## config.mk

```make
export PLATFORM = sky130hd
export DESIGN_NAME = bat_test_seq
export DESIGN_NICKNAME = d
export VERILOG_FILES = /design/src/rtl/bts_pkg.sv /design/src/rtl/bts_span_timer.sv /design/src/rtl/bts_warn_reg.sv /design/src/rtl/bat_test_seq.sv
export SDC_FILE = /design/constraint.sdc
export NUM_CORES = 1
export LEC_CHECK = 0
export BUFFER_PORTS_ARGS = -buffer_cell sky130_fd_sc_hd__buf_2
export CORE_UTILIZATION = 45
export CTS_CLUSTER_DIAMETER = 50
export CTS_CLUSTER_SIZE = 30
export DETAILED_ROUTE_END_ITERATION = 6
export GPL_TIMING_DRIVEN = 0
export MAX_ROUTING_LAYER = met4
export PLACE_DENSITY_LB_ADDON = 0.2
export SYNTH_ARGS = -nofsm -noshare
export SYNTH_HDL_FRONTEND = slang
export SYNTH_SLANG_ARGS = --single-unit
```

## constraint.sdc

```tcl
create_clock -name clk -period 3.18 [get_ports clk]
set_input_delay 0.159 -clock clk [delete_from_list [all_inputs] [get_ports clk]]
set_output_delay 0.159 -clock clk [all_outputs]
set_load 0.05 [all_outputs]
```

## src/rtl/bts_pkg.sv

```systemverilog
package bts_pkg;
  typedef enum logic [1:0] {
    ST_OFF  = 2'd0,
    ST_WAIT = 2'd1,
    ST_LOAD = 2'd2
  } bts_state_e;
endpackage

```

## src/rtl/bts_span_timer.sv

```systemverilog
module bts_span_timer #(
  parameter longint unsigned SPAN = 64'd8
) (
  input  logic clk,
  input  logic rst_n,
  input  logic run,
  output logic last
);
  localparam int W = (SPAN > 64'd1) ? $clog2(SPAN) : 1;
  localparam logic [W-1:0] LAST_VAL = W'(SPAN - 64'd1);

  logic [W-1:0] cnt;

  assign last = run && (cnt == LAST_VAL);

  always_ff @(posedge clk) begin
    if (!rst_n)
      cnt <= '0;
    else if (!run || last)
      cnt <= '0;
    else
      cnt <= cnt + 1'b1;
  end

  AST_SPAN_BOUND: assert property (@(posedge clk) disable iff (!rst_n)
    (64'(cnt) < SPAN)) else $error("span counter out of range");

  AST_IDLE_CLEARS: assert property (@(posedge clk) disable iff (!rst_n)
    !run |=> (cnt == '0)) else $error("span counter kept count while idle");
endmodule

```

## src/rtl/bts_warn_reg.sv

```systemverilog
module bts_warn_reg (
  input  logic clk,
  input  logic rst_n,
  input  logic sample,
  input  logic fail,
  input  logic may_clear,
  output logic warn
);
  always_ff @(posedge clk) begin
    if (!rst_n)
      warn <= 1'b0;
    else if (sample) begin
      if (fail)
        warn <= 1'b1;
      else if (may_clear)
        warn <= 1'b0;
    end
  end

  AST_WARN_HOLD: assert property (@(posedge clk) disable iff (!rst_n)
    !sample |=> $stable(warn)) else $error("warning moved outside a sample point");
endmodule

```

## src/rtl/bat_test_seq.sv

```systemverilog
module bat_test_seq #(
  parameter longint unsigned PERIOD_CYC = 64'd21600000000000,
  parameter longint unsigned LOAD_CYC   = 64'd250000000
) (
  input  logic clk,
  input  logic rst_n,
  input  logic recover_done,
  input  logic pwr_fail,
  input  logic batt_low,
  output logic load_en,
  output logic warn_pd
);
  import bts_pkg::*;

  bts_state_e state, nxt;
  logic pu_test;
  logic per_run, per_due;
  logic win_last;
  logic warn_q;

  assign load_en = (state == ST_LOAD) && !pwr_fail;
  assign per_run = (state == ST_WAIT) && !pwr_fail;
  assign warn_pd = warn_q;

  always_comb begin
    nxt = state;
    if (pwr_fail)
      nxt = ST_OFF;
    else begin
      case (state)
        ST_OFF:  if (recover_done) nxt = ST_LOAD;
        ST_WAIT: if (per_due)      nxt = ST_LOAD;
        ST_LOAD: if (win_last)     nxt = ST_WAIT;
        default: nxt = ST_OFF;
      endcase
    end
  end

  always_ff @(posedge clk) begin
    if (!rst_n) begin
      state   <= ST_OFF;
      pu_test <= 1'b0;
    end else begin
      state <= nxt;
      if (state == ST_OFF && nxt == ST_LOAD)
        pu_test <= 1'b1;
      else if (state == ST_WAIT && nxt == ST_LOAD)
        pu_test <= 1'b0;
    end
  end

  bts_span_timer #(.SPAN(PERIOD_CYC)) u_period (
    .clk  (clk),
    .rst_n(rst_n),
    .run  (per_run),
    .last (per_due)
  );

  bts_span_timer #(.SPAN(LOAD_CYC)) u_window (
    .clk  (clk),
    .rst_n(rst_n),
    .run  (load_en),
    .last (win_last)
  );

  bts_warn_reg u_warn (
    .clk      (clk),
    .rst_n    (rst_n),
    .sample   (win_last),
    .fail     (batt_low),
    .may_clear(pu_test),
    .warn     (warn_q)
  );

  AST_FAIL_FORCES_OFF: assert property (@(posedge clk) disable iff (!rst_n)
    pwr_fail |=> (state == ST_OFF)) else $error("failure did not stop sequencing");

  AST_NO_EARLY_TEST: assert property (@(posedge clk) disable iff (!rst_n)
    (state == ST_OFF && !recover_done) |=> !load_en) else $error("test before recovery");

  AST_LOW_SETS_WARN: assert property (@(posedge clk) disable iff (!rst_n)
    ($past(state == ST_LOAD) && state == ST_WAIT && $past(batt_low)) |-> warn_pd)
    else $error("low sample did not raise warning");

  AST_STICKY_WARN: assert property (@(posedge clk) disable iff (!rst_n)
    $fell(warn_pd) |-> $past(pu_test)) else $error("periodic test cleared warning");
endmodule

```

=== Word-level counts from Yosys, hierarchy flattened ===
Cells that the tools add are included.

* $add $sub $neg: 2
* Eq/ne operators: 5
* Muxes and demuxes: 9
* Bitwise gates (word level): 1
* Reduce and logical (&&, ||, !) cells: 17

{| class="wikitable"
|+ Operators by type and width
! cell !! number
|-
| 45-bit by 1-bit adder with 45-bit output, second input constant || 1
|-
| 45-bit == test, second input constant || 1
|-
| 28-bit by 1-bit adder with 28-bit output, second input constant || 1
|-
| 28-bit == test, second input constant || 1
|-
| 2-bit 2-to-1 mux || 4
|-
| 1-bit logical AND || 6
|-
| 2-bit case mux with 3 select lines || 1
|-
| 2-bit == test, second input constant || 2
|-
| 1-bit 2-to-1 mux || 4
|-
| 2-bit nonzero test || 2
|-
| 2-bit OR reduction || 2
|-
| 1-bit zero test || 3
|-
| 2-bit by 1-bit == test with 1-bit output, second input constant || 1
|-
| 2-bit zero test || 1
|-
| 1-bit logical OR || 2
|-
| 2-bit AND reduction || 1
|-
| 1-bit NOT || 1
|}

* Flip-flop bits (word level): 77
* Output and inout port bits: 2
* Logic and storage cells: 39

=== Logic depth before layout (Yosys ltp) ===
Gate-level depths: netlist (run 1).

* Word-level depth: 10
* Depth in mapped cells: 8
* Mapped depth without buffers: 6

=== Cells and area by module ===
Synthesis (run 1) repeated with hierarchy kept, for this count alone.

* Cells, all modules: 420
* Area total of the unflattened synthesis: 3762.4 um^2

{| class="wikitable"
|+ Modules (own cells, without submodules)
! module !! times used !! cells each !! area an instance (um^2) !! seq. area each (um^2)
|-
| bts_span_timer (u_period) || 1 || 248 || 2258.4 || 900.9
|-
| bts_span_timer (u_window) || 1 || 150 || 1312.5 || 560.5
|-
| bat_test_seq || 1 || 18 || 152.6 || 60.1
|-
| bts_warn_reg || 1 || 4 || 38.8 || 20.0
|}

=== Least setup slack after synthesis (run 1) ===
No wires, ideal clock.

* Path type: reg2reg
* From: register state[1]
* To: register u_window.cnt[9]
* Setup time: 65 ps
* Arrival time: 2629 ps
* Setup slack: 487 ps
* Cell stages (with the launch flop): 5
* Path buffers: 1
* Period minus slack after synthesis: 2693 ps
* Cell sequence: dfxtp_1 nor3b_1 nand3b_1 buf_2 nor2_1

* Cells in the longest elaborated chain, start to end: 5
* Elaborated cells between the ends (all ways): 6

{| class="wikitable"
|+ RTL lines
! what !! line !! text
|-
| start: declaration || bat_test_seq.sv:15 || <nowiki>bts_state_e state, nxt;</nowiki>
|-
| start signal: assignment || bat_test_seq.sv:44 || <nowiki>state <= nxt;</nowiki>
|-
| 2-bit == test * || bat_test_seq.sv:21 || <nowiki>assign load_en = (state == ST_LOAD) && !pwr_fail;</nowiki>
|-
| 1-bit logical AND * || bat_test_seq.sv:21 ||
|-
| via load_en || bat_test_seq.sv:10 || <nowiki>output logic load_en,</nowiki>
|-
| 1-bit zero test / 1-bit logical AND (equally long branches) || bts_span_timer.sv:19, bts_span_timer.sv:14 ||
|-
| 1-bit logical OR * || bts_span_timer.sv:19 || <nowiki>else if (!run || last)</nowiki>
|-
| 2-bit OR reduction (no line) * || -- ||
|-
| end signal: assignment || bts_span_timer.sv:22 || <nowiki>cnt <= cnt + 1'b1;</nowiki>
|-
| end: declaration || bts_span_timer.sv:12 || <nowiki>logic [W-1:0] cnt;</nowiki>
|}

The timed path passes the listed nets; every way through them passes the cells marked *.
A chain may end at the register's enable or synchronous reset.

=== Worst setup path in the final report (run 1) ===
* From: register u_window.cnt[0]
* To: register u_window.cnt[11]

* Cells in the longest elaborated chain, start to end: 4
* Elaborated cells between the ends (all ways): 5

{| class="wikitable"
|+ RTL lines
! what
|-
| branches (longest 4 deep; another with 28-bit by 1-bit adder with 28-bit output)
|}

Parallel ways; which one is timed is not known.

==> key figures, run 1 <==
Setup path
  • Slowest cell on crit path: nor4_1
  • CP max stage delay: 0.58 ns
  • R2R depth: 7
  • Levels on crit path: 7
  • Critical path buffers and inverters: 1
  • CP arrival: 2.66 ns
  • Crit-path max FO: 10
  • Critical path, cell by cell: ha_1 -> and4_1 -> nand3_1 -> nor4_1 -> nand3b_1 -> buf_2 -> nor2_1
  • Worst setup path category: flop to flop
  • Top delay family on crit path: simple AND/OR/NAND/NOR gates
  • Worst path required time: 3.41 ns
  • Startpoint types: flop
  • Crit. End Element: flop

Clock network
  • Clk slew on worst S/H paths: 0.07 ns
  • Post-CTS Setup Bufs: 0
  • CTS tree: built
  • # hold bufs at CTS: 0
  • Max Root-Sink Buffers: 2
  • H-Tree Depth: 3
  • Worst skew pair latency: 0.34 ns
  • Clk sinks: 77
  • CTS Buf Count: 9
  • CTS root buf: clkbuf_8
  • Resized Gates After CTS: 0

Floorplan
  • Die area: 0.00845 mm2
  • Die height: 91.9 um
  • I/O Pins: 7
  • Die Span X: 91.9 um
  • Row count: 32
  • Starting density of the core: 46.8%
  • Core Region: 0.00777 mm2

Power
  • Sw power: 339 uW
  • Leakage: 1.11 nW
  • Net Sw Frac: 21.4%
  • Int Pwr: 1.24 mW
  • Max VDD drop: 148 uV
  • Sequential share of power: 61.2%
  • P per Cell Area: 401 mW/mm2
  • Clock power frac: 38.0%
  • Combinational power share: 0.8%

Finish
  • Area growth syn-to-layout: 8.36%
  • Share of layout cells above drive strength 1: 7.85%
  • Commonest non-fill, non-tap cell in the layout: nor2_1
  • Commonest cells after routing, fill and taps aside: 80 x nor2_1, 77 x dfxtp_1, 40 x xnor2_1, 28 x nand4_1, 25 x nand2_1
  • Count of non-filler cells in the finished layout: 548
  • Final net count: 450
  • Diodes inserted: 0

Logic synthesis
  • Post-synth EDFFs: 0
  • Mapped Area: 0.00364 mm2
  • Library cells used by synthesis: 39
  • Ys async rst share: 0%
  • Prevailing post-synth register cell: dfxtp_1
  • Syn Nets: 433
  • #FFs+latches synth: 77
  • Post-synthesis sequential area ratio: 42.4%
  • Avg Inst Size Synth: 8.54 um2
  • Synth warn: 0
  • Cell count after synthesis: 426

STA
  • Fmax: 0.410 GHz
  • Period utilization: 76.7%
  • Slew Limit Fails: 0
  • Endpoints failing setup: 0
  • Slew headroom: 43.4%
  • Worst Tran Pin Value: 0.841 ns
  • Clk_skew: 0.00879 ns
  • Fin. Hold Viols: 0
  • Setup TNS: 0 ns
  • Unrepaired setup endpoints after global routing: no
  • Final min period: 2.44 ns
  • Final worst slack: 0.742 ns

Drt
  • Pre-Repair DR Iteration Count: 4
  • Vias/cell: 5.38
  • Drt wl/cell: 13.1 um
  • Initial DRC Count: 116
  • Final wirelength: 7160 um
  • Via count: 2948
  • ANT nets after route: 0
  • Residual DRC: 0

Outcome
  • Status: complete, no violations

Place
  • I/O Buffers: 6
  • Post-DP HPWL: 5140 um
  • Worst slack at placement: 0.708 ns
  • Inst Count DP: 534
  • Gpl congestion: 0.810

GRT
  • Largest net degree at the start of global routing: 12
  • Vias in the first global route: 2797
  • Global route overflow: 0
  • GRT Total Usage: 19.0%
  • First-pass GRT wire length: 12600 um
  • Initial antenna violation count: 0

Hold path
  • HP Class: primary input to flop
  • Worst hold path cell count: 2

Job
  • Max cap viols: 0
==> power by group through the flow <==
| stage | Sequential, mW | Clock [mW] | Combinational [mW] |
|---|---|---|---|
| 2_1_floorplan | 0.989 | 0 | 0.00804 |
| 3_3_place_gp | 0.990 | 0 | 0.0130 |
| 3_5_place_dp | 0.990 | 0 | 0.0131 |
| 4_1_cts | 0.967 | 0.624 | 0.0132 |
| 5_1_grt | 0.967 | 0.664 | 0.0148 |
| 6_report | 0.968 | 0.600 | 0.0130 |
==> cells in the mapped netlist (2+ instances only) <==
library cell	number	area share [%]
nor3b_1	3	0.62
o21ai_0	5	0.69
nor2_1	80	8.3
clkbuf_1	7	0.72
clkbuf_2	2	0.28
buf_6	4	1.2
nor4_1	13	2.2
a31o_2	2	0.48
nand4_1	28	4.8
and2_1	2	0.34
nand3_1	24	3.3
or3_1	6	1.0
nor4b_1	7	1.7
and3_1	10	1.7
inv_1	7	0.72
a21oi_1	6	0.83
xnor2_1	40	9.6
nand4b_1	2	0.48
or2_2	2	0.34
xor2_1	23	5.5
or4_1	4	0.83
ha_1	2	0.69
buf_2	3	0.41
and4_1	8	1.9
nand2_1	25	2.6
dfxtp_1	77	42
nand2b_1	5	0.86
nor3_1	18	2.5
==> worst paths after layout <==
| check | start | slack, ns | endpoint |
|---|---|---|---|
| worst max-delay path | u_window.cnt[0]$_SDFF_PP0_ | 0.74 | u_window.cnt[11]$_SDFF_PP0_ |
| worst min-delay path | batt_low | 0.04 | u_warn.warn$_SDFFE_PN0P_ |
| worst max register to register | u_window.cnt[0]$_SDFF_PP0_ | 0.74 | u_window.cnt[11]$_SDFF_PP0_ |
| worst min register to register | u_period.cnt[0]$_SDFF_PP0_ | 0.44 | u_period.cnt[0]$_SDFF_PP0_ |
==> logic make-up after synthesis <==
logic type,synth area share (%)
simple gates,35.2
flops,42.4
xor+xnor,15.2
buf+inv,3.58
compound gates,3.03
fa+ha+maj,0.688
==> layer usage <==
metal | wire (um) | share of wire, % | track usage, %
met1 | 3620 | 51 | 24.2
met2 | 3270 | 46 | 30.2
met3 | 172 | 2.4 | 3.98
met4 | 87 | 1.2 | 6.12
met5 | 0 | 0 | -
==> sequential cells by signal (all words and copies together) (netlist names) <==
register and count:
pu_test 1, state 2, u_period.cnt 45, u_warn.warn 1
u_window.cnt 28
==> layout make-up <==
cell class	count	area, um2
buffer	17	104
clock inverter	3	15.0
fill	750	3830
sequential	77	1540
tap	102	128
timing repair buffer	6	30.0
inverter	7	26.3
clock buffer	11	131
multi-input combinational	325	1970
==> per-stage QoR <==
step | cell area [um2] | power, mW | util, % | hold WS (ns)
after floorplan | 3640 | 0.998 | - | 0.304
after global placement | 3790 | 1.00 | 48.9 | 0.392
after detailed placement | 3790 | 1.00 | 48.9 | 0.395
after CTS | 3940 | 1.60 | 50.7 | 0.0327
after global routing | 3940 | 1.65 | 50.7 | 0.0398
final | 3940 | 1.58 | 50.7 | 0.0443
(Power assumes the default switching activity.)
==> run 2: changes to the inputs <==
==> constraint.sdc (replaced) <==
create_clock -name clk -period 2.5 [get_ports clk]
set_input_delay 0.125 -clock clk [delete_from_list [all_inputs] [get_ports clk]]
set_output_delay 0.125 -clock clk [all_outputs]
set_load 0.05 [all_outputs]
==> key figures, run 2 (same netlist as run 1, synthesis figures left out) <==
Power
  • P per Cell Area: 513 mW/mm2 (+28%)
  • Leakage: 1.13 nW (+2.0%)
  • Max VDD drop: 252 uV (+71%)

Clock network
  • CTS root buf: clkbuf_8
  • Clk slew on worst S/H paths: 0.07 ns (about the same)
  • Max Root-Sink Buffers: 2 (unchanged)
  • H-Tree Depth: 3 (unchanged)
  • Clk sinks: 77 (unchanged)
  • CTS tree: built
  • Worst skew pair latency: 0.35 ns (about the same)
  • CTS Buf Count: 9 (unchanged)

Drt
  • Final wirelength: 7340 um (+2.5%)
  • Vias/cell: 5.39 (+0.18%)
  • Pre-Repair DR Iteration Count: 4 (unchanged)
  • Residual DRC: 0 (unchanged)
  • ANT nets after route: 0 (unchanged)
  • Via count: 2975 (+0.92%)
  • Drt wl/cell: 13.3 um (+1.7%)
  • Initial DRC Count: 99 (-15%)

STA
  • Slew headroom: 52.9% (+9.5 points)
  • Hold_ws: 0.0745 ns (+0.0303 ns)
  • Endpoints failing setup: 0 (unchanged)
  • Worst Tran Pin Value: 0.702 ns (-0.139 ns)
  • Period utilization: 91.2% (+15 points)
  • Fmax: 0.439 GHz (+7.0%)
  • Fin. Hold Viols: 0 (unchanged)
  • Clk_skew: 0.0116 ns (+0.00277 ns)
  • Final worst slack: 0.221 ns (-0.521 ns)
  • Setup TNS: 0 ns (unchanged)
  • Final min period: 2.28 ns (-0.159 ns)
  • Slew Limit Fails: 0 (unchanged)

Setup path
  • Crit-path max FO: 10 (unchanged)
  • Slowest cell on crit path: nor3_1
  • R2R depth: 7 (unchanged)
  • Critical path, cell by cell: clkbuf_2 -> nand4_1 -> clkbuf_1 -> nor3_1 -> nand4_1 -> or3_1 -> a21oi_1
  • Crit. End Element: flop
  • CP max stage delay: 0.53 ns (-0.05 ns)
  • Worst reg2reg startpoint: u_period.cnt[14]$_SDFF_PP0_
  • Startpoint types: flop
  • CP arrival: 2.55 ns (-0.11 ns)
  • Worst setup path category: flop to flop
  • Reg2reg end: u_period.cnt[43]$_SDFF_PP0_
  • Crit path top cell by count: nand4_1
  • Worst path required time: 2.77 ns (-0.64 ns)
  • FF-to-FF setup slack: 0.22 ns (-0.52 ns)

Finish
  • Diodes inserted: 0 (unchanged)
  • Register area: 0.00154 mm2 (unchanged)
  • Share of layout cells above drive strength 1: 9.56% (+1.7 points)
  • Largest reg by FF count: u_period.cnt
  • Multi-input gate area: 0.00200 mm2 (+1.5%)
  • Largest regs: u_period.cnt x45, u_window.cnt x28, state x2
  • Commonest cells after routing, fill and taps aside: 80 x nor2_1, 77 x dfxtp_1, 40 x xnor2_1, 28 x nand4_1, 25 x nand2_1
  • Final net count: 452 (+0.44%)
  • Cell area after layout: 0.00401 mm2 (+1.8%)
  • Area growth syn-to-layout: 10.3%
  • Max reg flops: 45 (unchanged)
  • Commonest non-fill, non-tap cell in the layout: nor2_1
  • Final core utilization: 51.6% (+0.90 points)
  • FILL cells: 777 (+3.6%)

Place
  • DP Area: 0.00380 mm2 (+0.13%)
  • Post-DP HPWL: 5140 um (about the same)
  • Worst slack at placement: -0.0861 ns (-0.794 ns)
  • I/O Buffers: 6 (unchanged)
  • Gpl congestion: 0.811 (+0.16%)

GRT
  • First-pass GRT wire length: 12400 um (-1.3%)
  • Initial antenna violation count: 0 (unchanged)
  • Largest net degree at the start of global routing: 13 (+1)
  • Vias in the first global route: 2745 (-1.9%)
  • GRT Total Usage: 19.1% (+0.045 points)
  • Global route overflow: 0 (unchanged)

Floorplan
  • Die area: 0.00845 mm2 (unchanged)
  • Die height: 91.9 um (unchanged)
  • Starting density of the core: 46.8% (unchanged)
  • Row count: 32 (unchanged)
  • Core Region: 0.00777 mm2 (unchanged)
  • I/O Pins: 7 (unchanged)
  • Die Span X: 91.9 um (unchanged)

Outcome
  • Status: complete, no violations

Hold path
  • Worst hold path endpoint: pu_test$_SDFFE_PN0P_
  • HP Class: primary input to flop
  • Worst hold path cell count: 2 (unchanged)
  • Hold_sp: rst_n

Job
  • Max cap viols: 0 (unchanged)
run 2: report_power, final:
group / internal [mW] / switching (mW) / leakage, nW / total (mW)
registers: 1.23 / 0.00229 / 0.620 / 1.23
logic: 0.00846 / 0.0106 / 0.424 / 0.0191
clock network: 0.385 / 0.424 / 0.0901 / 0.809
run 2: layer usage:
metal | up-vias | track usage [%] | share of wire, %
li1 | 1537 | - | -
met3 | 11 | 5.06 | 2.6
met5 | - | - | 0
met2 | 26 | 32.3 | 49
met4 | 0 | 7.81 | 1.4
met1 | 1401 | 21.2 | 47
run 2: layout make-up:
cell class | instances | area share [%]
clock buffers | 12 | 3.62
multi-input cells | 325 | 49.8
flip-flops and latches | 77 | 38.4
well taps | 102 | 3.18
repair buffers | 8 | 1.19
inverters | 7 | 0.655
clock inverters | 4 | 0.593
plain buffers | 17 | 2.59
run 2: what timing repair did:
item	4_1_cts	5_1_grt
gates resized for setup	1	3
setup buffers	0	1
pin swaps	0	1
setup endpoints to repair	20	61
hold buffers	1	0
hold endpoints to repair	1	0
run 2: metrics by stage:
step                      std cells  power [mW]
after CTS                       551        2.09
after detailed placement        534        1.28
after global routing            552        2.15
after floorplan                 426        1.27
final                           552        2.06
after global placement          534        1.28
run 2: worst max-delay path: cells and delay by family (launching register included):
| family | cells | cell delay [ns] |
|---|---|---|
| buf+inv | 2 | 0.42 |
| compound gates | 1 | 0.15 |
| flops | 1 | 0.31 |
| simple gates | 4 | 1.35 |
run 2: worst max-delay path by stage:
stage / from / to / slack (ns) / cells after the start
after detailed placement: u_window.cnt[0]$_SDFF_PP0_ / u_window.cnt[25]$_SDFF_PP0_ / -0.09 / 7
final: u_period.cnt[14]$_SDFF_PP0_ / u_period.cnt[43]$_SDFF_PP0_ / 0.22 / 7
after global routing: u_period.cnt[0]$_SDFF_PP0_ / u_period.cnt[32]$_SDFF_PP0_ / -0.005 / 8
after global placement: u_window.cnt[0]$_SDFF_PP0_ / u_window.cnt[20]$_SDFF_PP0_ / -0.09 / 7
after CTS: u_period.cnt[0]$_SDFF_PP0_ / u_period.cnt[31]$_SDFF_PP0_ / 0.05 / 8
after floorplan: u_period.cnt[0]$_SDFF_PP0_ / u_period.cnt[43]$_SDFF_PP0_ / 0.41 / 8
==> run 3: changes to the inputs <==
--- a/config.mk
+++ b/config.mk
@@ -5,6 +5,7 @@
 export SDC_FILE = /design/constraint.sdc
 export NUM_CORES = 1
 export LEC_CHECK = 0
+export ABC_AREA = 1
 export BUFFER_PORTS_ARGS = -buffer_cell sky130_fd_sc_hd__buf_2
 export CORE_UTILIZATION = 45
 export CTS_CLUSTER_DIAMETER = 50
==> key figures, run 3 <==
Outcome
  • Status: complete, no violations

Finish
  • Final net count: 652 (+44%)
  • Commonest non-fill, non-tap cell in the layout: nand2_1
  • Diodes inserted: 0 (unchanged)
  • Share of layout cells above drive strength 1: 10.9% (+1.4 points)
  • Area growth syn-to-layout: 10.3% (about the same)
  • Largest reg by FF count: u_period.cnt
  • Max reg flops: 45 (unchanged)
  • Largest regs: u_period.cnt x45, u_window.cnt x28, state x2
  • Commonest cells after routing, fill and taps aside: 136 x nand2_1, 106 x nor2_1, 82 x inv_1, 77 x dfxtp_1, 33 x nand3_1

Clock network
  • CTS root buf: clkbuf_8
  • CTS Buf Count: 9 (unchanged)
  • Post-CTS Setup Bufs: 0 (unchanged)
  • Max Root-Sink Buffers: 2 (unchanged)
  • Clk sinks: 77 (unchanged)
  • Clk slew on worst S/H paths: 0.08 ns (about the same)
  • Worst skew pair latency: 0.35 ns (about the same)
  • CTS tree: built
  • Resized Gates After CTS: 0 (-1)
  • H-Tree Depth: 3 (unchanged)

Drt
  • ANT nets after route: 0 (unchanged)
  • Top Layer Used: met4
  • Residual DRC: 0 (unchanged)
  • Pre-Repair DR Iteration Count: 4 (unchanged)
  • Drt wl/cell: 13.1 um (-1.2%)
  • Met2 wire len: 4950 um (+37%)
  • Via count: 3942 (+33%)
  • Final wirelength: 9990 um (+36%)
  • Initial DRC Count: 167 (+69%)
  • Met3 wire length: 312 um (+62%)
  • Vias/cell: 5.18 (-3.9%)
  • WL met1: 4400 um (+28%)

STA
  • Setup TNS: 0 ns (unchanged)
  • Endpoints failing setup: 0 (unchanged)
  • Slew headroom: 56.5% (+3.6 points)
  • Slew Limit Fails: 0 (unchanged)
  • Final min period: 2.03 ns (-0.251 ns)
  • Unrepaired setup endpoints after global routing: no
  • Period utilization: 81.1% (-10 points)
  • Clk_skew: 0.0148 ns (+0.00329 ns)
  • Fmax: 0.493 GHz (+12%)
  • Worst Tran Pin Value: 0.646 ns (-0.0561 ns)
  • Fin. Hold Viols: 0 (unchanged)

GRT
  • Vias in the first global route: 3684 (+34%)
  • First-pass GRT wire length: 16900 um (+36%)
  • Largest net degree at the start of global routing: 13 (unchanged)
  • Initial antenna violation count: 0 (unchanged)
  • GRT Total Usage: 22.5% (+3.5 points)
  • Global route overflow: 0 (unchanged)

Place
  • I/O Buffers: 6 (unchanged)
  • Post-DP HPWL: 7820 um (+52%)
  • Gpl congestion: 1.00 (+23%)

Logic synthesis
  • XOR/XNOR Fraction of Synth Area: 3.72% (-11 points)
  • Area leader, netlist: dfxtp_1
  • List of most frequent post-synthesis cells: 136 x nand2_1, 106 x nor2_1, 82 x inv_1
  • Avg Inst Size Synth: 6.76 um2 (-21%)
  • Synth Area in Compound Gates: 6.26% (+3.2 points)
  • Syn Nets: 634 (+46%)
  • #FFs+latches synth: 77 (unchanged)
  • Post-synth EDFFs: 0 (unchanged)
  • Synth top area share: 36.4% (-6.0 points)
  • Multiplexer share of the synthesized area: 0% (unchanged)
  • Simple-Gate Fraction of Synth Area: 44.7% (+9.6 points)
  • Cell count after synthesis: 627 (+47%)
  • Ys async rst share: 0% (unchanged)
  • Largest family of logic cells by synthesized area: simple AND/OR/NAND/NOR gates
  • Library cells used by synthesis: 37 (-5.1%)
  • Synth warn: 0 (unchanged)
  • Post-synthesis sequential area ratio: 36.4% (-6.0 points)
  • Main area contributors after synthesis: dfxtp_1 36%, nand2_1 12%, nor2_1 9.4%
  • Mapped Area: 0.00424 mm2 (+17%)
  • Top-count cell post-synth: nand2_1
  • Post-synthesis adder-cell area fraction: 0.590% (-0.098 points)
  • Prevailing post-synth register cell: dfxtp_1

Power
  • Max VDD drop: 284 uV (+13%)
  • Tot Pwr: 2.46 mW (+20%)
  • P per Cell Area: 527 mW/mm2 (+2.6%)
  • Leakage: 1.50 nW (+32%)

Setup path
  • CP arrival: 2.26 ns (-0.29 ns)
  • Crit. End Element: flop
  • Crit-path max FO: 10 (unchanged)
  • Reg2reg end: u_window.cnt[23]$_SDFF_PP0_
  • CP endpoint: u_window.cnt[23]$_SDFF_PP0_
  • Worst reg2reg startpoint: u_window.cnt[0]$_SDFF_PP0_
  • Worst path required time: 2.73 ns (-0.04 ns)
  • Startpoint types: flop
  • FF-to-FF setup slack: 0.47 ns (+0.25 ns)
  • R2R depth: 9 (+2)
  • Worst setup path category: flop to flop
  • Crit. Startpoint: u_window.cnt[0]$_SDFF_PP0_

Floorplan
  • Die Span X: 99.1 um (+7.8%)
  • Die area: 0.00981 mm2 (+16%)
  • Die height: 99.1 um (+7.8%)
  • Core Region: 0.00920 mm2 (+18%)
  • I/O Pins: 7 (unchanged)
  • Row count: 35 (+9.4%)
  • Starting density of the core: 46.1% (-0.73 points)

Hold path
  • Hold_sp: batt_low
  • HP Class: primary input to flop

Job
  • Max cap viols: 0 (unchanged)
run 3: through the flow:
| step | utilization, % | std cells | setup WS (ns) | area, um2 | hold WS, ns |
|---|---|---|---|---|---|
| global placement | 47.9 | 744 | 0.520 | 4410 | 0.325 |
| finish | 50.9 | 761 | 0.472 | 4680 | 0.0445 |
| detailed placement | 47.9 | 744 | 0.507 | 4410 | 0.335 |
| floorplan | - | 627 | 0.440 | 4240 | 0.204 |
| CTS | 50.9 | 761 | 0.479 | 4680 | 0.0306 |
| global route | 50.9 | 761 | 0.294 | 4680 | 0.0413 |
run 3: timing repair:
action                                  4_1_cts  5_1_grt
hold buffers                                  1        0
endpoints found under the setup margin        0        0
endpoints found under the hold margin         1        0
run 3: logic make-up (layout without fill, tap and decap cells):
logic type | count (synthesis) | after routing
AO/OA/AOI/OAI | 48 | 48
AND/OR/NAND/NOR | 391 | 391
XOR/XNOR | 18 | 18
flip-flops | 77 | 77
adder cells (fa/ha/maj) | 2 | 2
buffers and inverters | 91 | 114
run 3: worst min path at each step:
stage	end	slack (ns)	cells past startpoint
6_report	u_warn.warn$_SDFFE_PN0P_	0.04	3
5_1_grt	u_warn.warn$_SDFFE_PN0P_	0.04	3
4_1_cts	u_warn.warn$_SDFFE_PN0P_	0.03	3
3_5_place_dp	state[0]$_SDFF_PN0_	0.34	2
3_3_place_gp	state[0]$_SDFF_PN0_	0.32	2
2_1_floorplan	state[0]$_SDFF_PN0_	0.20	1
run 3: layout make-up:
type                    instances  area (um2)
plain buffers                   7        37.5
multi-input cells             459        2340
fillers                       938        4520
well taps                     111         139
repair buffers                  7        40.0
clock buffers                  13         169
inverters                      84         315
flip-flops and latches         77        1540
clock inverters                 3        90.1
run 3: critical path, cell delays in order, from the launching register on:
cell and delay, ns:
dfxtp_1 0.40, ha_1 0.21, nand2_1 0.10, nor2_2 0.16
nand3_1 0.14, nor2_1 0.23, nand2_1 0.10, nand3_2 0.19
buf_2 0.29, nor2_1 0.07
run 3: routing by layer:
layer  track usage [%]  vias to the layer above
li1                  -                     2061
met1              24.9                     1786
met2              39.2                       69
met3              3.90                       26
met4              11.0                        0
met5                 -                        -
run 3: report_power, final:
part	leakage [nW]	internal, mW	switching [mW]
registers	0.620	1.23	0.00103
clock network	0.130	0.747	0.466
logic	0.749	0.00798	0.0142
total	1.50	1.98	0.481
